===== src/rtl/exc_pkg.sv =====
package exc_pkg;

  localparam int XLEN = 32;

  typedef enum logic [3:0] {
    FK_INTR       = 4'd0,
    FK_TLB_REFILL = 4'd1,
    FK_TLB_INVAL  = 4'd2,
    FK_TLB_MOD    = 4'd3,
    FK_ADDR_ERR   = 4'd4,
    FK_SYSCALL    = 4'd5,
    FK_BREAK      = 4'd6,
    FK_RESV_INSN  = 4'd7,
    FK_COP_UNUSE  = 4'd8,
    FK_OVFL       = 4'd9,
    FK_TRAP       = 4'd10,
    FK_MCHECK     = 4'd11,
    FK_THREAD     = 4'd12,
    FK_IBUS       = 4'd13,
    FK_DBUS       = 4'd14,
    FK_WATCH      = 4'd15
  } fault_kind_e;

  localparam logic [XLEN-1:0] ALT_BASE   = 32'hBFC0_0200;
  localparam logic [XLEN-1:0] EBASE_RST  = 32'h8000_0000;
  localparam logic [XLEN-1:0] OFF_ZERO   = 32'h0000_0000;
  localparam logic [XLEN-1:0] OFF_GEN    = 32'h0000_0180;
  localparam logic [XLEN-1:0] OFF_VINT   = 32'h0000_0200;

  localparam int STAT_BEV_BIT  = 22;
  localparam int STAT_EXL_BIT  = 1;
  localparam int CAUSE_IV_BIT  = 23;
  localparam int CAUSE_CE_LSB  = 28;
  localparam int CAUSE_CODE_LSB = 2;
  localparam int HI_VPN2_LSB   = 13;
  localparam int HI_VPN2X_LSB  = 11;
  localparam int CTX_VPN2_LSB  = 4;

  typedef struct packed {
    logic [4:0]      code;
    logic [XLEN-1:0] offset;
    logic            addr_kind;
    logic            tlb_kind;
    logic            cop_kind;
  } fault_info_t;

endpackage


===== src/rtl/exc_classify.sv =====
module exc_classify
  import exc_pkg::*;
(
  input  logic [3:0]  kind,
  input  logic        store,
  input  logic        exl,
  input  logic        iv,
  output fault_info_t info
);

  always_comb begin
    info = '{code: 5'd0, offset: OFF_GEN, addr_kind: 1'b0,
             tlb_kind: 1'b0, cop_kind: 1'b0};
    unique case (fault_kind_e'(kind))
      FK_INTR: begin
        info.code   = 5'd0;
        info.offset = iv ? OFF_VINT : OFF_ZERO;
      end
      FK_TLB_REFILL: begin
        info.code      = store ? 5'd3 : 5'd2;
        info.offset    = exl ? OFF_GEN : OFF_ZERO;
        info.addr_kind = 1'b1;
        info.tlb_kind  = 1'b1;
      end
      FK_TLB_INVAL: begin
        info.code      = store ? 5'd3 : 5'd2;
        info.addr_kind = 1'b1;
        info.tlb_kind  = 1'b1;
      end
      FK_TLB_MOD: begin
        info.code      = 5'd1;
        info.addr_kind = 1'b1;
        info.tlb_kind  = 1'b1;
      end
      FK_ADDR_ERR: begin
        info.code      = store ? 5'd5 : 5'd4;
        info.addr_kind = 1'b1;
      end
      FK_SYSCALL:   info.code = 5'd8;
      FK_BREAK:     info.code = 5'd9;
      FK_RESV_INSN: info.code = 5'd10;
      FK_COP_UNUSE: begin
        info.code     = 5'd11;
        info.cop_kind = 1'b1;
      end
      FK_OVFL:      info.code = 5'd12;
      FK_TRAP:      info.code = 5'd13;
      FK_MCHECK:    info.code = 5'd24;
      FK_THREAD:    info.code = 5'd25;
      FK_IBUS:      info.code = 5'd6;
      FK_DBUS:      info.code = 5'd7;
      FK_WATCH:     info.code = 5'd23;
      default:      info.code = 5'd0;
    endcase
  end

  // a modify fault never takes a direction-dependent code
  always_comb begin
    if (kind == FK_TLB_MOD) begin
      p_tlbmod_code_r3: assert (info.code == 5'd1 && info.tlb_kind);
    end
  end

endmodule


===== src/rtl/exc_vector.sv =====
module exc_vector
  import exc_pkg::*;
(
  input  logic            bev,
  input  logic [XLEN-1:0] ebase,
  input  logic [XLEN-1:0] offset,
  output logic [XLEN-1:0] vector
);

  logic [XLEN-1:0] base;

  always_comb begin
    base   = bev ? ebase : ALT_BASE;
    vector = base + offset;
  end

endmodule


===== src/rtl/exc_sysregs.sv =====
module exc_sysregs
  import exc_pkg::*;
#(
  parameter int ASID_W = 8,
  parameter int VPN_W  = 21,
  parameter int CP_W   = 2
) (
  input  logic              clk,
  input  logic              rst_n,
  input  logic              fault_we,
  input  fault_info_t       info,
  input  logic [XLEN-1:0]   vaddr,
  input  logic [ASID_W-1:0] asid,
  input  logic [VPN_W-1:0]  vpn,
  input  logic [CP_W-1:0]   cop,
  input  logic              wr_en,
  input  logic [1:0]        wr_sel,
  input  logic [XLEN-1:0]   wr_data,
  input  logic [2:0]        rd_sel,
  output logic              bev,
  output logic              exl,
  output logic              iv,
  output logic [XLEN-1:0]   ebase,
  output logic [XLEN-1:0]   rd_data
);

  localparam int VPN2_W = VPN_W - 2;

  logic              bev_q, bev_d;
  logic              exl_q, exl_d;
  logic              iv_q, iv_d;
  logic [CP_W-1:0]   ce_q, ce_d;
  logic [4:0]        code_q, code_d;
  logic [XLEN-1:0]   ebase_q, ebase_d;
  logic [XLEN-1:0]   bad_q, bad_d;
  logic [ASID_W-1:0] hi_asid_q, hi_asid_d;
  logic [VPN2_W-1:0] hi_vpn2_q, hi_vpn2_d;
  logic [1:0]        hi_vpn2x_q, hi_vpn2x_d;
  logic [VPN2_W-1:0] ctx_vpn2_q, ctx_vpn2_d;

  // next state: software write first, fault side effects override
  always_comb begin
    bev_d      = bev_q;
    exl_d      = exl_q;
    iv_d       = iv_q;
    ce_d       = ce_q;
    code_d     = code_q;
    ebase_d    = ebase_q;
    bad_d      = bad_q;
    hi_asid_d  = hi_asid_q;
    hi_vpn2_d  = hi_vpn2_q;
    hi_vpn2x_d = hi_vpn2x_q;
    ctx_vpn2_d = ctx_vpn2_q;
    if (wr_en) begin
      case (wr_sel)
        2'd0: begin
          bev_d = wr_data[STAT_BEV_BIT];
          exl_d = wr_data[STAT_EXL_BIT];
        end
        2'd1:    iv_d    = wr_data[CAUSE_IV_BIT];
        2'd2:    ebase_d = wr_data;
        default: ;
      endcase
    end
    if (fault_we) begin
      exl_d  = 1'b1;
      code_d = info.code;
      if (info.cop_kind)  ce_d  = cop;
      if (info.addr_kind) bad_d = vaddr;
      if (info.tlb_kind) begin
        hi_asid_d  = asid;
        hi_vpn2_d  = vpn[VPN_W-1:2];
        hi_vpn2x_d = vpn[1:0];
        ctx_vpn2_d = vpn[VPN_W-1:2];
      end
    end
  end

  always_ff @(posedge clk or negedge rst_n) begin
    if (!rst_n) begin
      bev_q      <= 1'b1;
      exl_q      <= 1'b0;
      iv_q       <= 1'b0;
      ce_q       <= '0;
      code_q     <= '0;
      ebase_q    <= EBASE_RST;
      bad_q      <= '0;
      hi_asid_q  <= '0;
      hi_vpn2_q  <= '0;
      hi_vpn2x_q <= '0;
      ctx_vpn2_q <= '0;
    end else begin
      bev_q      <= bev_d;
      exl_q      <= exl_d;
      iv_q       <= iv_d;
      ce_q       <= ce_d;
      code_q     <= code_d;
      ebase_q    <= ebase_d;
      bad_q      <= bad_d;
      hi_asid_q  <= hi_asid_d;
      hi_vpn2_q  <= hi_vpn2_d;
      hi_vpn2x_q <= hi_vpn2x_d;
      ctx_vpn2_q <= ctx_vpn2_d;
    end
  end

  logic [XLEN-1:0] status_w, cause_w, hi_w, ctx_w;

  always_comb begin
    status_w = '0;
    status_w[STAT_BEV_BIT] = bev_q;
    status_w[STAT_EXL_BIT] = exl_q;
    cause_w = '0;
    cause_w[CAUSE_IV_BIT] = iv_q;
    cause_w[CAUSE_CE_LSB +: CP_W] = ce_q;
    cause_w[CAUSE_CODE_LSB +: 5] = code_q;
    hi_w = '0;
    hi_w[0 +: ASID_W] = hi_asid_q;
    hi_w[HI_VPN2X_LSB +: 2] = hi_vpn2x_q;
    hi_w[HI_VPN2_LSB +: VPN2_W] = hi_vpn2_q;
    ctx_w = '0;
    ctx_w[CTX_VPN2_LSB +: VPN2_W] = ctx_vpn2_q;
    case (rd_sel)
      3'd0:    rd_data = status_w;
      3'd1:    rd_data = cause_w;
      3'd2:    rd_data = ebase_q;
      3'd3:    rd_data = bad_q;
      3'd4:    rd_data = hi_w;
      3'd5:    rd_data = ctx_w;
      default: rd_data = '0;
    endcase
  end

  assign bev   = bev_q;
  assign exl   = exl_q;
  assign iv    = iv_q;
  assign ebase = ebase_q;

  // address-type faults capture the faulting address
  p_badaddr_r7: assert property (@(posedge clk) disable iff (!rst_n)
    fault_we && info.addr_kind |=> bad_q == $past(vaddr));

  // low VPN bits land in the TLB-high extension field
  p_vpn2x_r8: assert property (@(posedge clk) disable iff (!rst_n)
    fault_we && info.tlb_kind |=> hi_vpn2x_q == $past(vpn[1:0]));

  // only coprocessor-unusable faults touch the coprocessor field
  p_ce_hold_r9: assert property (@(posedge clk) disable iff (!rst_n)
    fault_we && !info.cop_kind |=> $stable(ce_q));

endmodule


===== src/rtl/exc_entry_unit.sv =====
module exc_entry_unit
  import exc_pkg::*;
#(
  parameter int ASID_W = 8,
  parameter int VPN_W  = 21,
  parameter int CP_W   = 2
) (
  input  logic              clk,
  input  logic              rst_n,
  input  logic              req_valid,
  output logic              req_ready,
  input  logic [3:0]        req_kind,
  input  logic              req_store,
  input  logic [XLEN-1:0]   req_vaddr,
  input  logic [ASID_W-1:0] req_asid,
  input  logic [VPN_W-1:0]  req_vpn,
  input  logic [CP_W-1:0]   req_cop,
  input  logic              wr_en,
  input  logic [1:0]        wr_sel,
  input  logic [XLEN-1:0]   wr_data,
  input  logic [2:0]        rd_sel,
  output logic [XLEN-1:0]   rd_data,
  output logic              redirect,
  output logic [XLEN-1:0]   redirect_pc
);

  // reset: asserted asynchronously, released on the clock
  logic [1:0] rst_sync_q;
  logic       rst_int_n;

  always_ff @(posedge clk or negedge rst_n) begin
    if (!rst_n) rst_sync_q <= '0;
    else        rst_sync_q <= {rst_sync_q[0], 1'b1};
  end
  assign rst_int_n = rst_sync_q[1];

  logic            bev, exl, iv;
  logic [XLEN-1:0] ebase;
  logic [XLEN-1:0] vector;
  fault_info_t     info;
  logic            accept;
  logic            redirect_q, redirect_d;
  logic [XLEN-1:0] pc_q, pc_d;

  assign req_ready = rst_int_n & ~redirect_q;
  assign accept    = req_valid & req_ready;

  exc_classify u_classify (
    .kind  (req_kind),
    .store (req_store),
    .exl   (exl),
    .iv    (iv),
    .info  (info)
  );

  exc_vector u_vector (
    .bev    (bev),
    .ebase  (ebase),
    .offset (info.offset),
    .vector (vector)
  );

  exc_sysregs #(
    .ASID_W (ASID_W),
    .VPN_W  (VPN_W),
    .CP_W   (CP_W)
  ) u_regs (
    .clk      (clk),
    .rst_n    (rst_int_n),
    .fault_we (accept),
    .info     (info),
    .vaddr    (req_vaddr),
    .asid     (req_asid),
    .vpn      (req_vpn),
    .cop      (req_cop),
    .wr_en    (wr_en),
    .wr_sel   (wr_sel),
    .wr_data  (wr_data),
    .rd_sel   (rd_sel),
    .bev      (bev),
    .exl      (exl),
    .iv       (iv),
    .ebase    (ebase),
    .rd_data  (rd_data)
  );

  always_comb begin
    redirect_d = accept;
    pc_d       = pc_q;
    if (accept) pc_d = vector;
  end

  always_ff @(posedge clk or negedge rst_int_n) begin
    if (!rst_int_n) begin
      redirect_q <= 1'b0;
      pc_q       <= '0;
    end else begin
      redirect_q <= redirect_d;
      pc_q       <= pc_d;
    end
  end

  assign redirect    = redirect_q;
  assign redirect_pc = pc_q;

  // redirect never lasts beyond one cycle
  p_one_pulse_r10: assert property (@(posedge clk) disable iff (!rst_int_n)
    redirect_q |=> !redirect_q);

  // taking a fault raises the exception level
  p_exl_set_r10: assert property (@(posedge clk) disable iff (!rst_int_n)
    accept |=> exl);

  // a request held across a redirect is not taken
  p_hold_off_r11: assert property (@(posedge clk) disable iff (!rst_int_n)
    redirect_q && req_valid |=> !redirect_q);

endmodule


===== config.mk =====
export PLATFORM = sky130hd
export DESIGN_NAME = exc_entry_unit
export DESIGN_NICKNAME = d
export VERILOG_FILES = /design/src/rtl/exc_pkg.sv /design/src/rtl/exc_classify.sv /design/src/rtl/exc_vector.sv /design/src/rtl/exc_sysregs.sv /design/src/rtl/exc_entry_unit.sv
export SDC_FILE = /design/constraint.sdc
export NUM_CORES = 1
export LEC_CHECK = 0
export BUFFER_PORTS_ARGS = -buffer_cell sky130_fd_sc_hd__buf_2
export CORE_MARGIN = 5
export CORE_UTILIZATION = 30
export CTS_BUF_LIST = sky130_fd_sc_hd__clkbuf_16
export CTS_CLUSTER_SIZE = 14
export DETAILED_ROUTE_END_ITERATION = 7
export SLEW_MARGIN = 20
export SYNTH_ARGS = -nofsm -noshare
export SYNTH_HDL_FRONTEND = slang
export SYNTH_SLANG_ARGS = --single-unit

===== constraint.sdc =====
create_clock -name clk -period 11.5 [get_ports clk]
set_clock_uncertainty 0.05 [all_clocks]
set_input_delay 1.725 -clock clk [delete_from_list [all_inputs] [get_ports clk]]
set_output_delay 1.725 -clock clk [all_outputs]
set_load 0.02 [all_outputs]

==> metrics <==
hold path start rst_sync_q[0]$_DFF_PN0_; CTS Hold Bufs 0; maximum buffer depth of the clock tree 2; post-synthesis mux area share 20.2%; count leader, synth dfrtp_1; Die Area 0.0265 mm²; top cell type's share of synthesized area 48.7%; drc violations 0; CP cell instances buf_2 -> nor2b_4 -> a22oi_1 -> o22ai_1 -> a31o_2 -> buf_2; Setup Buffers After CTS 0; CP max stage cell nor2b_4; P_leak 4.03 nW; Synth Area in Adders 0.358%; Port Buffers 174; placed cells 1063; first-pass GRT wire length 36.0 mm; final setup violation count 0; Top Layer Used met5; flops & latches, synth 138; number of synthesized flops with an enable pin 0; CTS clk-pin slew, worst paths 0.06 ns; DR WL met2 10.9 mm; Synth Area in XOR/XNOR 0.877%; GRT Residual Overflow 0; cell area after layout 0.00870 mm²; DP HPWL 17.3 mm; Arr. time, crit path 3.35 ns; Crit Path Max Fanout 30; cell row count 55; number of global-route vias before repair 5856; dominant cell type by area after synthesis dfrtp_1; Slew HR 39.8%; Util after Layout 38.2%; most area-consuming cells after synthesis dfrtp_1, mux2_2, mux2_1, mux2i_1, nand2_1; overall routing resource usage 17.9%; max cap viols 0; post-synthesis async set-or-reset flop share 100%; Core Box Area 0.0228 mm²; fillers 2292; drt pass-1 iters 5; Syn. warnings 0; Worst Path Required 9.73 ns; largest net degree at the start of global routing 70; Peak supply drop 0.000111 V; Cell Pwr Density 185 mW/mm²; setup TNS 0 ns; startpoint types input pin; Num CTS Buffers 17; GP Congestion 0.838; Crit path largest cell delay 0.71 ns; minimum clock period 5.13 ns; via total after detailed routing 5713; 1st-iter DRT viols 344; post-synthesis simple-gate area fraction 12.0%; CTS tree built; IO Count 175; Final Hold Vio Count 0; antenna violations before repair 3; Post-Synthesis Cells 618; largest family of logic cells by synthesized area multiplexers; Final Max Slew Viols 0; syn_nets 729; Hold Crit Class flip-flop to flip-flop; Routed Antenna Nets 0; placed inst area 0.00810 mm²; drt wl/cell 21.7 µm; wl on met1 10.7 mm; H-Tree Depth 4; CP Class input pin to output pin; Met3 Wirelength 1.54 mm; CP endpoint kind output pin; compound-gate portion of the synthesized area 13.7%; clk_lat worst skew 0.43 ns; syn avg cell area 11.3 µm²; top post-synthesis cells by count dfrtp_1, mux2_2, nand2_1, mux2_1, mux2i_1; Seq/Total Area, Yosys 49.4%; Syn Std Cell Area 0.00699 mm²; final WL 23.8 mm; ratio of cells with drive above 1 in the final layout 35.9%; RSZ-0062 raised after global routing false; via-per-instance ratio 5.21; PostCTS Resize Cnt 0; most frequent CP cell buf_2; FF-to-FF Start u_regs.bev$_DFFE_PN1P_; maximum achievable frequency 0.195 GHz; non-filler instance count after layout 1096; initial core utilization 30.7%; Slew @ Worst Pin 0.902 ns; main flop type after synthesis dfrtp_1; Sink Count 138; Yosys cell types 66; die height 163 µm; fin crit share 44.6%; Setup crit start rd_sel[1]; layout net count 880; Die X 163 µm; status complete, no violations; area delta synth->final 24.4%; CTS Root Cell clkbuf_16
## registers in the layout, summed over array words and instances (netlist names), 2 cells and up
signal,cells
redirect_pc,32
rst_sync_q,2
u_regs.bad_q,32
u_regs.ce_q,2
u_regs.code_q,5
u_regs.ctx_vpn2_q,19
u_regs.ebase,32
u_regs.hi_asid_q,8
u_regs.hi_vpn2x_q,2
## path summary, 6_finish.rpt
path / end / slack [ns] / depth (start not counted)
max: rd_data[22] / 6.37 / 6
min: rst_sync_q[1]$_DFF_PN0_ / 0.31 / 0
max reg2reg: redirect_pc[21]$_DFFE_PN0P_ / 8.47 / 6
min reg2reg: rst_sync_q[1]$_DFF_PN0_ / 0.31 / 0
max in group asynchronous: u_regs.bad_q[27]$_DFFE_PN0P_ / 9.36 / 2
min in group asynchronous: redirect$_DFF_PN0_ / 0.56 / 1
## cells by family after synthesis
family                     after synthesis
and+or+nand+nor                        157
DFF                                    138
AOI/OAI and AO/OA                      131
muxes                                  129
buffers and inverters                   53
xor gates and xnor gates                 7
adders and majority gates                2
other                                    1
## metrics by stage
step	worst slack, ns	power, mW	hold slack, ns
floorplan	5.89	0.901	0.281
global placement	6.08	1.05	0.293
detailed placement	6.40	1.06	0.287
CTS	6.39	1.63	0.311
global route	6.29	1.69	0.321
finish	6.37	1.61	0.308
## placed cells by master (no fill, tap or decap), types with 7 or more instances in the layout
cell,instances
a21oi_1,17
buf_2,174
mux2i_1,33
nand3_1,28
o22ai_1,19
buf_4,8
mux2_2,56
nor3_1,7
mux2_1,40
nand2_1,51
a22o_1,8
clkbuf_16,17
a22oi_1,13
o21ai_0,16
and3_1,10
a31oi_1,7
dfrtp_1,135
nor2_1,16
or3_1,7
## area by class of cell
type,instances,area [µm²],area share [%]
flip-flops and latches,138,3460,39.8
multi-input cells,427,3310,38.0
repair buffers,182,931,10.7
clock buffers,17,425,4.89
well taps,313,392,4.50
clock inverters,15,174,2.00
inverters,3,11.3,0.129
diodes,1,2.50,0.0288
## layer usage
metal	track usage, %	up-vias
met2	28.1	200
met5	0	-
met4	6.29	4
li1	-	2626
met1	24.0	2851
met3	4.81	32
## worst max-delay path: cells and delay by family
family / cells / cell delay (ns)
AND/OR/NAND/NOR: 1 / 0.71
AO/OA/AOI/OAI: 3 / 0.46
buffers and inverters: 2 / 0.44
## power by group
group	total, mW	leakage (nW)	switching [mW]	internal [mW]
Sequential	0.709	1.67	0.116	0.593
Combinational	0.338	2.06	0.189	0.149
Clock	0.567	0.295	0.225	0.342
Total	1.61	4.03	0.530	1.08
(Power assumes the default switching activity.)
